===== src/rtl/bkpt_pkg.sv =====
package bkpt_pkg;
  typedef enum logic [3:0] {
    ST_IDLE  = 4'b0000,
    ST_WAIT1 = 4'b0001,
    ST_TRIG1 = 4'b0010,
    ST_WAIT2 = 4'b0101,
    ST_TRIG2 = 4'b0110
  } bkpt_st_e;

  typedef enum logic [1:0] {
    RESP_TRACE = 2'b00,
    RESP_HALT  = 2'b01,
    RESP_IRQ   = 2'b10,
    RESP_NONE  = 2'b11
  } bkpt_resp_e;

  localparam int unsigned N_CMP = 3;
  localparam int unsigned CMP_PC = 0;
  localparam int unsigned CMP_ADDR = 1;
  localparam int unsigned CMP_DATA = 2;

  function automatic logic [3:0] trace_code(input logic [3:0] st);
    case (st)
      ST_WAIT1: trace_code = 4'b0010;
      ST_TRIG1: trace_code = 4'b0100;
      ST_WAIT2: trace_code = 4'b1010;
      ST_TRIG2: trace_code = 4'b1100;
      default:  trace_code = 4'b0000;
    endcase
  endfunction
endpackage


===== src/rtl/bkpt_masked_cmp.sv =====
module bkpt_masked_cmp #(
  parameter int unsigned W = 32
) (
  input  logic [W-1:0] val_i,
  input  logic [W-1:0] ref_i,
  input  logic [W-1:0] mask_i,
  input  logic         valid_i,
  output logic         match_o
);
  logic [W-1:0] diff;
  assign diff    = (val_i ^ ref_i) & ~mask_i;
  assign match_o = valid_i & ~(|diff);
endmodule


===== src/rtl/bkpt_range_cmp.sv =====
module bkpt_range_cmp #(
  parameter int unsigned W = 32
) (
  input  logic [W-1:0] val_i,
  input  logic [W-1:0] lo_i,
  input  logic [W-1:0] hi_i,
  input  logic         valid_i,
  output logic         match_o
);
  assign match_o = valid_i & (val_i >= lo_i) & (val_i <= hi_i);
endmodule


===== src/rtl/bkpt_seq.sv =====
module bkpt_seq
  import bkpt_pkg::*;
(
  input  logic             clk_i,
  input  logic             rst_ni,
  input  logic [N_CMP-1:0] hit_i,
  input  logic             tdef_wr_i,
  input  logic [N_CMP-1:0] l1_en_i,
  input  logic [N_CMP-1:0] l2_en_i,
  input  logic [1:0]       resp_i,
  input  logic             csr_rd_i,
  output logic [3:0]       status_o,
  output logic             fire_o,
  output logic [1:0]       resp_o
);
  bkpt_st_e         st_q, st_d;
  logic [N_CMP-1:0] l1_en_q, l2_en_q;
  logic [1:0]       resp_q;
  logic             l1_fire, l2_fire, l2_on;

  assign l2_on   = |l2_en_q;
  // every enabled comparator must hit; empty level never fires
  assign l1_fire = (|l1_en_q) & (&(~l1_en_q | hit_i));
  assign l2_fire = l2_on & (&(~l2_en_q | hit_i));

  always_comb begin
    st_d   = st_q;
    fire_o = 1'b0;
    if (tdef_wr_i) begin
      st_d = ((|l1_en_i) | (|l2_en_i)) ? ST_WAIT1 : ST_IDLE;
    end else begin
      case (st_q)
        ST_WAIT1: if (l1_fire) begin
          if (l2_on) st_d = ST_WAIT2;
          else begin
            st_d   = ST_TRIG1;
            fire_o = 1'b1;
          end
        end
        ST_WAIT2: if (l2_fire) begin
          st_d   = ST_TRIG2;
          fire_o = 1'b1;
        end
        ST_TRIG1: if (csr_rd_i && !l2_on) st_d = ST_IDLE;
        ST_TRIG2: if (csr_rd_i) st_d = ST_IDLE;
        default: ;
      endcase
    end
  end

  always_ff @(posedge clk_i or negedge rst_ni) begin
    if (!rst_ni) begin
      st_q    <= ST_IDLE;
      l1_en_q <= '0;
      l2_en_q <= '0;
      resp_q  <= RESP_TRACE;
    end else begin
      st_q <= st_d;
      if (tdef_wr_i) begin
        l1_en_q <= l1_en_i;
        l2_en_q <= l2_en_i;
        resp_q  <= resp_i;
      end
    end
  end

  assign status_o = st_q;
  assign resp_o   = resp_q;
endmodule


===== src/rtl/bkpt_resp.sv =====
module bkpt_resp
  import bkpt_pkg::*;
(
  input  logic       clk_i,
  input  logic       rst_ni,
  input  logic       fire_i,
  input  logic [1:0] resp_i,
  output logic       trace_pulse_o,
  output logic       halt_req_o,
  output logic       irq_req_o
);
  always_ff @(posedge clk_i or negedge rst_ni) begin
    if (!rst_ni) begin
      trace_pulse_o <= 1'b0;
      halt_req_o    <= 1'b0;
      irq_req_o     <= 1'b0;
    end else begin
      trace_pulse_o <= fire_i & (resp_i == RESP_TRACE);
      halt_req_o    <= fire_i & (resp_i == RESP_HALT);
      irq_req_o     <= fire_i & (resp_i == RESP_IRQ);
    end
  end
endmodule


===== src/rtl/bkpt_trigger_unit.sv =====
module bkpt_trigger_unit
  import bkpt_pkg::*;
#(
  parameter int unsigned PC_W   = 32,
  parameter int unsigned ADDR_W = 32,
  parameter int unsigned DATA_W = 32
) (
  input  logic              clk_i,
  input  logic              rst_ni,
  input  logic [PC_W-1:0]   pc_i,
  input  logic              pc_valid_i,
  input  logic [ADDR_W-1:0] op_addr_i,
  input  logic [DATA_W-1:0] op_data_i,
  input  logic              op_valid_i,
  input  logic [PC_W-1:0]   pc_ref_i,
  input  logic [PC_W-1:0]   pc_mask_i,
  input  logic [ADDR_W-1:0] addr_lo_i,
  input  logic [ADDR_W-1:0] addr_hi_i,
  input  logic [DATA_W-1:0] data_ref_i,
  input  logic [DATA_W-1:0] data_mask_i,
  input  logic              tdef_wr_i,
  input  logic [2:0]        tdef_l1_en_i,
  input  logic [2:0]        tdef_l2_en_i,
  input  logic [1:0]        tdef_resp_i,
  input  logic              csr_rd_i,
  output logic [3:0]        status_o,
  output logic [3:0]        trace_o,
  output logic              trace_pulse_o,
  output logic              halt_req_o,
  output logic              irq_req_o
);
  logic [N_CMP-1:0] hit;
  logic             fire;
  logic [1:0]       resp;

  bkpt_masked_cmp #(.W(PC_W)) u_pc_cmp (
    .val_i(pc_i), .ref_i(pc_ref_i), .mask_i(pc_mask_i),
    .valid_i(pc_valid_i), .match_o(hit[CMP_PC])
  );

  bkpt_range_cmp #(.W(ADDR_W)) u_addr_cmp (
    .val_i(op_addr_i), .lo_i(addr_lo_i), .hi_i(addr_hi_i),
    .valid_i(op_valid_i), .match_o(hit[CMP_ADDR])
  );

  bkpt_masked_cmp #(.W(DATA_W)) u_data_cmp (
    .val_i(op_data_i), .ref_i(data_ref_i), .mask_i(data_mask_i),
    .valid_i(op_valid_i), .match_o(hit[CMP_DATA])
  );

  bkpt_seq u_seq (
    .clk_i(clk_i), .rst_ni(rst_ni), .hit_i(hit),
    .tdef_wr_i(tdef_wr_i), .l1_en_i(tdef_l1_en_i), .l2_en_i(tdef_l2_en_i),
    .resp_i(tdef_resp_i), .csr_rd_i(csr_rd_i),
    .status_o(status_o), .fire_o(fire), .resp_o(resp)
  );

  bkpt_resp u_resp (
    .clk_i(clk_i), .rst_ni(rst_ni), .fire_i(fire), .resp_i(resp),
    .trace_pulse_o(trace_pulse_o), .halt_req_o(halt_req_o), .irq_req_o(irq_req_o)
  );

  assign trace_o = trace_code(status_o);
endmodule


===== config.mk =====
export PLATFORM = sky130hd
export DESIGN_NAME = bkpt_trigger_unit
export DESIGN_NICKNAME = d
export VERILOG_FILES = /design/src/rtl/bkpt_pkg.sv /design/src/rtl/bkpt_masked_cmp.sv /design/src/rtl/bkpt_range_cmp.sv /design/src/rtl/bkpt_seq.sv /design/src/rtl/bkpt_resp.sv /design/src/rtl/bkpt_trigger_unit.sv
export SDC_FILE = /design/constraint.sdc
export NUM_CORES = 1
export LEC_CHECK = 0
export ABC_AREA = 1
export ABC_CLOCK_PERIOD_IN_PS = 1500
export BUFFER_PORTS_ARGS = -buffer_cell sky130_fd_sc_hd__buf_4
export CORE_AREA = 2 2 122 124
export CTS_BUF_LIST = sky130_fd_sc_hd__clkbuf_8
export DETAILED_ROUTE_END_ITERATION = 6
export DIE_AREA = 0 0 124 126
export GPL_TIMING_DRIVEN = 0
export PLACE_DENSITY = 0.62
export SLEW_MARGIN = 20
export SYNTH_ARGS = -nofsm -noshare
export SYNTH_HDL_FRONTEND = slang
export SYNTH_SLANG_ARGS = --single-unit

===== constraint.sdc =====
create_clock -name clk_i -period 1.5 [get_ports clk_i]
set_input_delay 0.15 -clock clk_i [delete_from_list [all_inputs] [get_ports clk_i]]
set_output_delay 0.15 -clock clk_i [all_outputs]
set_load 0.05 [all_outputs]

==> flow_summary.ini <==
[detailed_routing]
wl_per_cell_um = 12.3
vias = 5114
vias_per_cell = 4.30
route.detailed.drc = 0
drt_first_pass_iters = 4
ant_nets = 0
drtIter0Drc = 115
wl_um = 14600

[timing]
skew_ps = 2.07
rsz0062_at_grt = yes
finalMaxSlewViolations = 0
fin_ws_ps = -171
setup_viol = 6
max_freq_mhz = 598
hold_viol_final = 0
min_period_ps = 1670
fin_crit_sh_pct = 111

[die]
rows = 44
die_w_um = 124
ios = 313
die_area_um2 = 15600
die_y_um = 126
start_util_pct = 25.9
design.core.area_um2 = 14300

[finish]
area_growth_pct = 85.0
drive_gt1_share_pct = 40.6
layout_commonest_cell = buf_4
fin_nets = 1371
final-seq-area_um2 = 354
fill_cells = 1532
layout_common_cells = 305 x buf_4, 217 x nand2_1, 123 x nor2_1, 97 x inv_1, 42 x ha_1
fin_util_pct = 47.9
diodes = 0
multi_input_area_um2 = 3330

[synthesis]
netlist_instances = 686
yosysWarningCount = 0
synth_cell_types = 30
synthesis.area_um2 = 3710
avgSynthCellArea_um2 = 5.40
yosysSeqAreaShare_pct = 9.45
synth_seq_cells = 14

[worst_setup_path]
crit_slowest_cell = nor4_4
crit_top_cell = nand2_2
r2r-start = u_seq.l2_en_q[1]
start_kind = input port
cp_max_fo = 3
crit_type = input port to flop
crit_path_start = op_addr_i[19]
critPathCaptureType = flop
cp.required_ps = 1680
arrival_ps = 1850
cpPeakStageDelay_ps = 300
cp_cell_sequence = buf_4 -> ha_4 -> nand4_1 -> nor4_4 -> nand4_1 -> nand2_1 -> nand2_2 -> nand2_2 -> nand2_4 -> o21ai_4 -> nand2_2 -> nor2_1

[pwr]
vdd_drop_max_v = 0.000535
powerDensity_nw_per_um2 = 464
p_leak_nw = 3.90

[place]
numPortBuffers = 310
gp_congestion = 0.835
dpl.hpwl_um = 13300
dp_slack_ps = -632

[grt]
grt_first_pass_wirelength_um = 22100
grt_antenna_before_repair = 0
grt_overflow_total = 0
grt_max_degree = 15
grt_pass1_vias = 5047
grt_usage_pct = 17.8

[worst_hold_path]
hold_path.startpoint = tdef_resp_i[1]
hp-class = input port to flop

[clock_tree]
cts_tree = done
clock_latency_ps = 250
cts_sinks = 14
h-tree-depth = 1
numCtsBuffers = 3
clockBufferDepth = 2
root_buffer = clkbuf_8
clk_pin_slew_ps = 60

[status]
status = complete, but fails checks
failed_checks = negative setup slack

[run]
drv_cap = 0
## power by group
part	switching, mW	internal (mW)
Clock	0.144	0.181
Combinational	1.21	1.13
Sequential	0.0787	0.440
## worst paths after layout
| check | endpoint | slack [ps] | cells after the start |
|---|---|---|---|
| worst max-delay path | u_resp.halt_req_o | -170 | 12 |
| worst min-delay path | u_seq.resp_o[1] | 120 | 3 |
| worst max register to register | u_resp.halt_req_o | -80 | 7 |
| worst min register to register | u_resp.trace_pulse_o | 420 | 1 |
| max in group asynchronous | u_seq.status_o[0] | 1020 | 2 |
| min in group asynchronous | u_resp.trace_pulse_o | 290 | 2 |
## synth_stat cells
cell type	instances	area share (%)
nand4_1	16	2.7
inv_2	4	0.41
a21oi_1	34	4.6
ha_1	64	22
o21ai_1	4	0.54
clkinv_1	1	0.10
a32oi_1	1	0.24
xnor2_1	2	0.47
o21ai_2	1	0.24
buf_4	2	0.41
nand2_2	3	0.51
inv_1	116	12
nand3_2	1	0.27
nor2_2	6	1.0
o21ai_0	8	1.1
clkbuf_1	1	0.10
o21a_1	4	0.81
conb_1	1	0.10
a211oi_1	1	0.20
nand3_1	9	1.2
nor4_1	1	0.17
nor3_1	7	0.95
nor4_2	1	0.34
nor2_1	130	13
dfrtp_1	14	9.5
nand2_1	236	24
a311o_1	1	0.27
nand3b_1	14	2.8
o21bai_1	2	0.41
or2_0	1	0.17
## stage by stage
stage          instance area (um2)  cells  setup TNS, ps  total power [mW]  hold WS (ps)
2_1_floorplan                 3900    687           -762              1.68          -146
3_5_place_dp                  6460   1181          -3640              2.70          14.5
5_1_grt                       6860   1188          -1670              3.48           128
6_report                      6860   1188           -813              3.18           116
4_1_cts                       6740   1187           -900              3.11           117
3_3_place_gp                  6460   1181          -3450              2.68          14.7
## repair_timing
| action | 4_1_cts | 5_1_grt |
|---|---|---|
| buffers inserted | 1 | 1 |
| endpoints found under the hold margin | 14 | 0 |
| resized for setup | 40 | 23 |
| pin swaps | 8 | 16 |
| setup endpoints to repair | 6 | 6 |
| hold buffers | 1 | 0 |
| gates cloned | 0 | 0 |
## cells by family after synthesis
| kind of cell | share of synthesized area (%) |
|---|---|
| simple gates | 47.2 |
| buf+inv | 12.8 |
| fa+ha+maj | 21.6 |
| compound gates | 8.37 |
| flops | 9.45 |
| xor+xnor | 0.473 |
| other cells | 0.101 |
## registers in the layout, indices dropped and copies added (netlist names)
signal                count
u_seq.l1_en_q             3
u_seq.l2_en_q             3
u_seq.status_o            3
u_seq.resp_o              2
u_resp.halt_req_o         1
u_resp.irq_req_o          1
u_resp.trace_pulse_o      1
## area by class of cell
type                       instances  share of cell area (%)
clock buffer                       3                   0.602
inverter                         121                    7.08
clock inverter                     1                  0.0548
timing repair buffer             313                    34.9
sequential                        14                    5.17
buffer                             3                   0.274
tap                              184                    3.36
multi-input combinational        549                    48.6
## per-layer routing
layer / routed length [um] / up-vias / GRT usage (%)
li1: - / 2768 / -
met1: 5580 / 2132 / 19.4
met2: 7750 / 194 / 35.4
met3: 1030 / 20 / 2.67
met4: 262 / 0 / 3.64
met5: 0 / - / 0
## critical path: cells and delay by family
family	cells	cell delay, ps
AO/OA/AOI/OAI	1	200
adder cells (fa/ha/maj)	1	270
AND/OR/NAND/NOR	9	1100
buffers and inverters	1	130
Note: power is estimated with default switching activity, not from simulation.
